File: src/rtl/tsw_pkg.sv
// Shared types and urgency constants for the thread switch controller.
// Assumes exactly two thread contexts and 3-bit urgency levels.
package tsw_pkg;
    localparam int NUM_THR = 2;
    localparam int URG_W   = 3;
    typedef logic [URG_W-1:0] urg_t;
    localparam urg_t URG_TOP = 3'd7;   // fairness timeout level
    localparam urg_t URG_INT = 3'd6;   // external interrupt level
    localparam urg_t URG_NOM = 3'd5;   // nominal progress level
endpackage

File: src/rtl/tsw_urgency.sv
// Urgency register for one thread context.
// Applies the events of one cycle in fixed priority: timeout, interrupt,
// then miss/fill. Assumes at most one event of each kind per cycle.
module tsw_urgency
    import tsw_pkg::*;
(
    input  logic clk,
    input  logic rst_n,
    input  logic tmo_hit,
    input  logic irq,
    input  logic miss,
    input  logic fill,
    output urg_t level
);
    urg_t lvl_q;

    // Update the urgency level from this cycle's events.
    always_ff @(posedge clk) begin
        if (!rst_n) begin
            lvl_q <= URG_NOM;
        end else if (tmo_hit) begin
            lvl_q <= URG_TOP;
        end else if (irq) begin
            lvl_q <= URG_INT;
        end else if (miss && !fill) begin
            lvl_q <= (lvl_q == '0) ? '0 : lvl_q - 3'd1;
        end else if (fill && !miss && (lvl_q < URG_NOM)) begin
            lvl_q <= lvl_q + 3'd1;
        end
    end

    assign level = lvl_q;

    AST_TMO_TOP:   assert property (@(posedge clk) disable iff (!rst_n) tmo_hit |=> lvl_q == URG_TOP);
    AST_IRQ_SET:   assert property (@(posedge clk) disable iff (!rst_n) (irq && !tmo_hit) |=> lvl_q == URG_INT);
    AST_SAT_ZERO:  assert property (@(posedge clk) disable iff (!rst_n) (lvl_q == '0 && miss && !irq && !tmo_hit) |=> lvl_q == '0);
    AST_FILL_CAP:  assert property (@(posedge clk) disable iff (!rst_n) (fill && !miss && !irq && !tmo_hit && lvl_q >= URG_NOM) |=> $stable(lvl_q));
    AST_BOTH_HOLD: assert property (@(posedge clk) disable iff (!rst_n) (fill && miss && !irq && !tmo_hit) |=> $stable(lvl_q));
endmodule

File: src/rtl/tsw_timer.sv
// Fairness timeout counter.
// Loads the limit at reset, on reload and on expiry; expires while at zero.
// Assumes the limit input is stable around reload edges.
module tsw_timer #(
    parameter int TMO_W = 8
) (
    input  logic             clk,
    input  logic             rst_n,
    input  logic             reload,
    input  logic [TMO_W-1:0] limit,
    output logic             expire
);
    logic [TMO_W-1:0] cnt_q;

    assign expire = (cnt_q == '0);

    // Count down the foreground residency, restarting on switch or expiry.
    always_ff @(posedge clk) begin
        if (!rst_n || reload || expire) begin
            cnt_q <= limit;
        end else begin
            cnt_q <= cnt_q - 1'b1;
        end
    end

    AST_TMO_RELOAD: assert property (@(posedge clk) disable iff (!rst_n) reload |=> cnt_q == $past(limit));
endmodule

File: src/rtl/tsw_arbiter.sv
// Switch decision and foreground thread register.
// Switches on a hint or when foreground urgency is below background urgency,
// but only once the post-switch hold window has drained.
module tsw_arbiter
    import tsw_pkg::*;
#(
    parameter int HOLD_CYC = 4,
    localparam int HOLD_W = $clog2(HOLD_CYC + 1)
) (
    input  logic clk,
    input  logic rst_n,
    input  urg_t urg_fg,
    input  urg_t urg_bg,
    input  logic hint,
    output logic take,
    output logic active,
    output logic pulse
);
    logic [HOLD_W-1:0] hold_q;
    logic              want;

    // Form the switch request and gate it with the hold window.
    always_comb begin
        want = hint || (urg_fg < urg_bg);
        take = (hold_q == '0) && want;
    end

    // Track the foreground thread, the flush pulse and the hold window.
    always_ff @(posedge clk) begin
        if (!rst_n) begin
            active <= 1'b0;
            pulse  <= 1'b0;
            hold_q <= '0;
        end else begin
            pulse <= take;
            if (take) begin
                active <= ~active;
                hold_q <= HOLD_W'(HOLD_CYC);
            end else if (hold_q != '0) begin
                hold_q <= hold_q - 1'b1;
            end
        end
    end

    AST_HINT_TAKEN: assert property (@(posedge clk) disable iff (!rst_n) (hint && hold_q == '0) |=> pulse);
    AST_CMP_SWITCH: assert property (@(posedge clk) disable iff (!rst_n) (hold_q == '0 && urg_fg < urg_bg) |=> pulse);
endmodule

File: src/rtl/tsw_ctrl.sv
// Top of the two-context thread switch controller.
// Holds one urgency unit per thread, the fairness timer and the arbiter.
// The timer expiry raises the background thread; the pipeline flush and
// context storage live outside this block.
module tsw_ctrl
    import tsw_pkg::*;
#(
    parameter int TMO_W    = 8,
    parameter int HOLD_CYC = 4
) (
    input  logic             clk,
    input  logic             rst_n,
    input  logic [TMO_W-1:0] tmo_limit,
    input  logic [1:0]       irq_evt,
    input  logic [1:0]       miss_evt,
    input  logic [1:0]       fill_evt,
    input  logic             switch_hint,
    output logic             active_tid,
    output logic             switch_pulse,
    output logic [5:0]       urg_level
);
    localparam int HOLD_W = $clog2(HOLD_CYC + 1);

    urg_t urg_q [NUM_THR];
    logic expire;
    logic take;
    urg_t urg_fg;
    urg_t urg_bg;

    // One urgency unit per thread; the timeout only targets the waiting one.
    for (genvar t = 0; t < NUM_THR; t++) begin : g_thr
        tsw_urgency u_urg (
            .clk     (clk),
            .rst_n   (rst_n),
            .tmo_hit (expire && (active_tid != 1'(t))),
            .irq     (irq_evt[t]),
            .miss    (miss_evt[t]),
            .fill    (fill_evt[t]),
            .level   (urg_q[t])
        );
        assign urg_level[t*URG_W +: URG_W] = urg_q[t];
    end

    // Select foreground and background urgency for the comparison.
    always_comb begin
        urg_fg = urg_q[active_tid];
        urg_bg = urg_q[~active_tid];
    end

    tsw_timer #(.TMO_W(TMO_W)) u_tmr (
        .clk    (clk),
        .rst_n  (rst_n),
        .reload (take),
        .limit  (tmo_limit),
        .expire (expire)
    );

    tsw_arbiter #(.HOLD_CYC(HOLD_CYC)) u_arb (
        .clk    (clk),
        .rst_n  (rst_n),
        .urg_fg (urg_fg),
        .urg_bg (urg_bg),
        .hint   (switch_hint),
        .take   (take),
        .active (active_tid),
        .pulse  (switch_pulse)
    );

    // Count pulse-free cycles since the last switch, for the hold check.
    logic [HOLD_W-1:0] gap_q;
    always_ff @(posedge clk) begin
        if (!rst_n)                       gap_q <= HOLD_W'(HOLD_CYC);
        else if (switch_pulse)            gap_q <= '0;
        else if (gap_q < HOLD_W'(HOLD_CYC)) gap_q <= gap_q + 1'b1;
    end

    AST_PULSE_FLIP:   assert property (@(posedge clk) disable iff (!rst_n) switch_pulse |-> active_tid != $past(active_tid));
    AST_PULSE_SINGLE: assert property (@(posedge clk) disable iff (!rst_n) switch_pulse |=> !switch_pulse);
    AST_HOLD_GAP:     assert property (@(posedge clk) disable iff (!rst_n) switch_pulse |-> gap_q >= HOLD_W'(HOLD_CYC));
endmodule

File: config.mk
export PLATFORM = sky130hd
export DESIGN_NAME = tsw_ctrl
export DESIGN_NICKNAME = d
export VERILOG_FILES = /design/src/rtl/tsw_pkg.sv /design/src/rtl/tsw_urgency.sv /design/src/rtl/tsw_timer.sv /design/src/rtl/tsw_arbiter.sv /design/src/rtl/tsw_ctrl.sv
export SDC_FILE = /design/constraint.sdc
export NUM_CORES = 1
export LEC_CHECK = 0
export BUFFER_PORTS_ARGS = -buffer_cell sky130_fd_sc_hd__buf_2
export CAP_MARGIN = 20
export CORE_MARGIN = 5
export CORE_UTILIZATION = 59
export DETAILED_ROUTE_END_ITERATION = 8
export GPL_TIMING_DRIVEN = 1
export HOLD_SLACK_MARGIN = 0.15
export PLACE_DENSITY = 0.82
export SYNTH_ARGS = -nofsm -noshare
export SYNTH_HDL_FRONTEND = slang
export SYNTH_SLANG_ARGS = --single-unit
File: constraint.sdc
create_clock -name clk -period 5 [get_ports clk]
set_input_delay 0.25 -clock clk [delete_from_list [all_inputs] [get_ports clk]]
set_output_delay 0.25 -clock clk [all_outputs]
set_load 0.02 [all_outputs]
==> summary.md <==
| Metric | Value |
|---|---|
| Status | complete, no violations |
| # IOs | 25 |
| CTS tree | yes |
| Seq pwr share | between 40% and 50% |
| Synthesized area per cell | 9.167 µm² |
| Initial antenna violation count | 0 |
| Synthesized flop and latch total | 19 |
| Largest net degree at the start of global routing | 14 |
| Unrepaired setup endpoints after global routing | false |
| Final GP Congestion | 0.9192 |
| Critical path class | flip-flop to flip-flop |
| Initial drt markers | between 40 and 50 |
| Final hold vios | 0 |
| Placed cells | 199 |
| Max stage delay cell, worst path | dfxtp_1 |
| Count of max-cap constraint violations | 0 |
| Reg-to-Reg Start | g_thr[1].u_urg.level[2]$_SDFFE_PP1P_ |
| Setup TNS | 0 ns |
| Final period util | between 40% and 50% |
| # DRC | 0 |
| P&R area growth vs syn | 12.37% |
| Worst vdd ir | just under 300 µV |
| Post-cts sizing count | 0 |
| Hold depth | 2 |
| Max-Slew Margin vs Limit | between 60% and 70% |
| Pleak | between 0.7 and 0.8 nW |
| Ant. Diodes | 0 |
| HP Class | primary input to flip-flop |
| Yosys warnings | 0 |
| Hold endpoint | u_tmr.cnt_q[3]$_DFF_P_ |
| Die Ht | just under 60 µm |
| Max Clock Skew | between 0.008 and 0.009 ns |
| Initial Util | between 60% and 70% |
| Synth top area share | between 20% and 30% |
| H-Tree Depth | 1 |
| Layout Cells excl Fill | around 200 |
| Netlist cell types | 48 |
| Port Buffer Count | 24 |
| Internal Power | between 0.0003 and 0.0004 W |
| Die W | approximately 58 µm |
| Std-Cell Rows | 17 |
| Fin util | a little over two thirds |
| Sw Ratio | between 40 and 50% |
| R2R Path End | u_tmr.cnt_q[4]$_DFF_P_ |
| Crit Path Max Fanout | 10 |
| Antenna Nets Post-Route | 0 |
| GRT Util Overall | 16.91% |
| CTS max path bufs | 2 |
| Hold Path Origin | tmo_limit[3] |
| Nets | a little over 200 |
| Clk pwr share | between 10% and 20% |
| Pwr Density | ~410 nW/µm² |
| Psw | approximately 0.00026 W |
| Seq/Total Area, Yosys | approximately 28% |
| Crit. End Element | flip-flop |
| Die area | ~3400 µm² |
| CP startpoint kind | flip-flop |
| WP data required | approximately 5.2 ns |
| Synthesized net count | roughly 180 |
| Register-to-Register Path Depth | 5 |
| Min cycle time layout | around 2.2 ns |
| Cells after Synth | 150 |
| Num Clock Sinks | 19 |
| CP max stage delay | between 0.6 and 0.7 ns |
| CTS Root Cell | clkbuf_4 |
| Top FF cell, synth | dfxtp_1 |
| Worst EP arrival | ~2.4 ns |
| Synth area leader | dfxtp_1 |
| Core region area | roughly 2200 µm² |
| Crit path cell chain | xor2_2 -> o32ai_4 -> a211oi_2 -> o31a_1 -> mux2_4 |
| Clock transition at path regs | between 0.1 and 0.15 ns |
| Synth area leaders | dfxtp_1 (28%), ha_1 (11%), mux2_4 (7.6%) |
| First-pass GRT wire length | between 4000 and 5000 µm |
| Comb power frac | between 40 and 50% |
| Vias in the first global route | approximately 1100 |
| Share of cells above drive strength 1 | between 20% and 30% |
| Final count of pins violating max slew | 0 |
| Mapped Area | ~1400 µm² |
| Worst Max-Slew Pin Slew | 0.5490 ns |
| Async set or reset register ratio after synthesis | 0% |
| Initial DRT Pass Iterations | 4 |
| Final count of negative-setup-slack endpoints | 0 |
| Worst R2R Setup Slack | 2.78 ns |
| Via density | 5.686 |
| DP HPWL | 2072 µm |
| Fill cell count | ~190 |
| Post-synth EDFFs | 0 |
| Clk_lat worst skew | ~0.3 ns |
| Max Clk Rate | around 450 MHz |
| Global route total overflow | 0 |
| DR WL/cell | about 13 µm |
| Via count | 1160 |
| CTS Buf Count | 3 |
| Routed wire length | 2636 µm |
## worst max-delay path by stage
stage                                               startpoint                endpoint  slack, ns  cells past startpoint
after global placement    g_thr[1].u_urg.level[2]$_SDFFE_PP1P_  u_tmr.cnt_q[3]$_DFF_P_       2.87                      5
after CTS                 g_thr[1].u_urg.level[2]$_SDFFE_PP1P_  u_tmr.cnt_q[4]$_DFF_P_       2.77                      5
final                     g_thr[1].u_urg.level[2]$_SDFFE_PP1P_  u_tmr.cnt_q[4]$_DFF_P_       2.78                      5
after detailed placement  g_thr[1].u_urg.level[2]$_SDFFE_PP1P_  u_tmr.cnt_q[7]$_DFF_P_       2.79                      5
after floorplan           g_thr[1].u_urg.level[2]$_SDFFE_PP1P_  u_tmr.cnt_q[0]$_DFF_P_       3.07                      7
after global routing      g_thr[1].u_urg.level[2]$_SDFFE_PP1P_  u_tmr.cnt_q[7]$_DFF_P_       2.68                      5
## cell type report
type | count | area [µm²] | area share [%]
Multi-Input combinational cell | 113 | 915.9 | 59.27
Sequential cell | 19 | 380.4 | 24.62
Clock inverter | 1 | 5.005 | 0.3239
Tap cell | 28 | 35.03 | 2.267
Timing Repair Buffer | 25 | 130.1 | 8.421
Inverter | 15 | 56.30 | 3.644
Clock buffer | 3 | 22.52 | 1.457
## sequential cells by signal (all words and copies together), names as in the netlist
register,cells
u_arb.hold_q,3
u_arb.active,1
g_thr.u_urg.level,6
u_arb.pulse,1
u_tmr.cnt_q,8
## layout by cell type, fill, tap and decap left out, types with 3 or more instances in the layout
cell type / synthesis / final
nor3_1: 9 / 9
dfxtp_1: 19 / 19
inv_1: 13 / 13
ha_1: 12 / 12
a21oi_1: 7 / 7
nand2_1: 6 / 6
nor2_1: 8 / 8
mux2i_1: 3 / 3
nand3b_1: 4 / 4
mux2_4: 7 / 7
buf_2: 0 / 24
clkbuf_4: 0 / 3
nand3_1: 4 / 4
xor2_1: 5 / 5
nor2b_1: 6 / 6
## metal layers
metal  GRT usage (%)  vias to the layer above  part of all wire, %
met5               0                        -                    0
met4           7.285                        0                  1.6
met3           3.786                        5                  5.6
met2           29.67                       30                   48
met1           19.43                      528                   44
li1                -                      597                    -
## per-stage QoR
step                      worst slack, ns  cell area [µm²]  hold slack, ns  total power, W
after global placement              2.866             1508          0.4553       0.0005484
after global routing                2.681             1545          0.1507       0.0006942
after floorplan                     3.065             1375          0.3509       0.0005014
after CTS                           2.765             1535          0.1576       0.0006432
final                               2.777             1545          0.1622       0.0006385
after detailed placement            2.794             1508          0.4625       0.0005646
## repair_timing
item,in CTS,in global routing
setup buffers,0,0
hold buffers,0,1
endpoints found under the hold margin,0,1
## power groups by stage
stage                     logic, W  registers (W)  clock network (W)
after detailed placement  0.000305       0.000260                  0
after global routing      0.000341       0.000266          0.0000877
final                     0.000303       0.000258          0.0000774
after CTS                 0.000306       0.000257          0.0000799
after global placement    0.000291       0.000258                  0
after floorplan           0.000241       0.000261                  0
## synth_stat cells (all sizes together) (3+ instances only)
cell	count
nand3	4
inv	15
nor2	8
dfxtp	19
a21oi	8
o21ai	3
nand3b	4
nor2b	6
a211oi	4
ha	12
mux2i	3
mux2	8
nand2	6
nor3	9
xor2	6
## logic make-up after synthesis
logic type               count (synthesis)  share of synthesized area (%)
multiplexers                            11                          10.65
AO/OA/AOI/OAI                           29                          17.38
flip-flops                              19                          27.66
XOR/XNOR                                 8                          5.642
adder cells (fa/ha/maj)                 13                          11.74
AND/OR/NAND/NOR                         52                          21.20
buffers and inverters                   18                          5.733
## critical path: cells and delay by family (launching register included)
kind            cells  cell delay (ns)
compound gates      3             0.90
flops               1             0.62
mux                 1             0.35
xor+xnor            1             0.26
No activity file was read; power rests on OpenSTA's default activity.
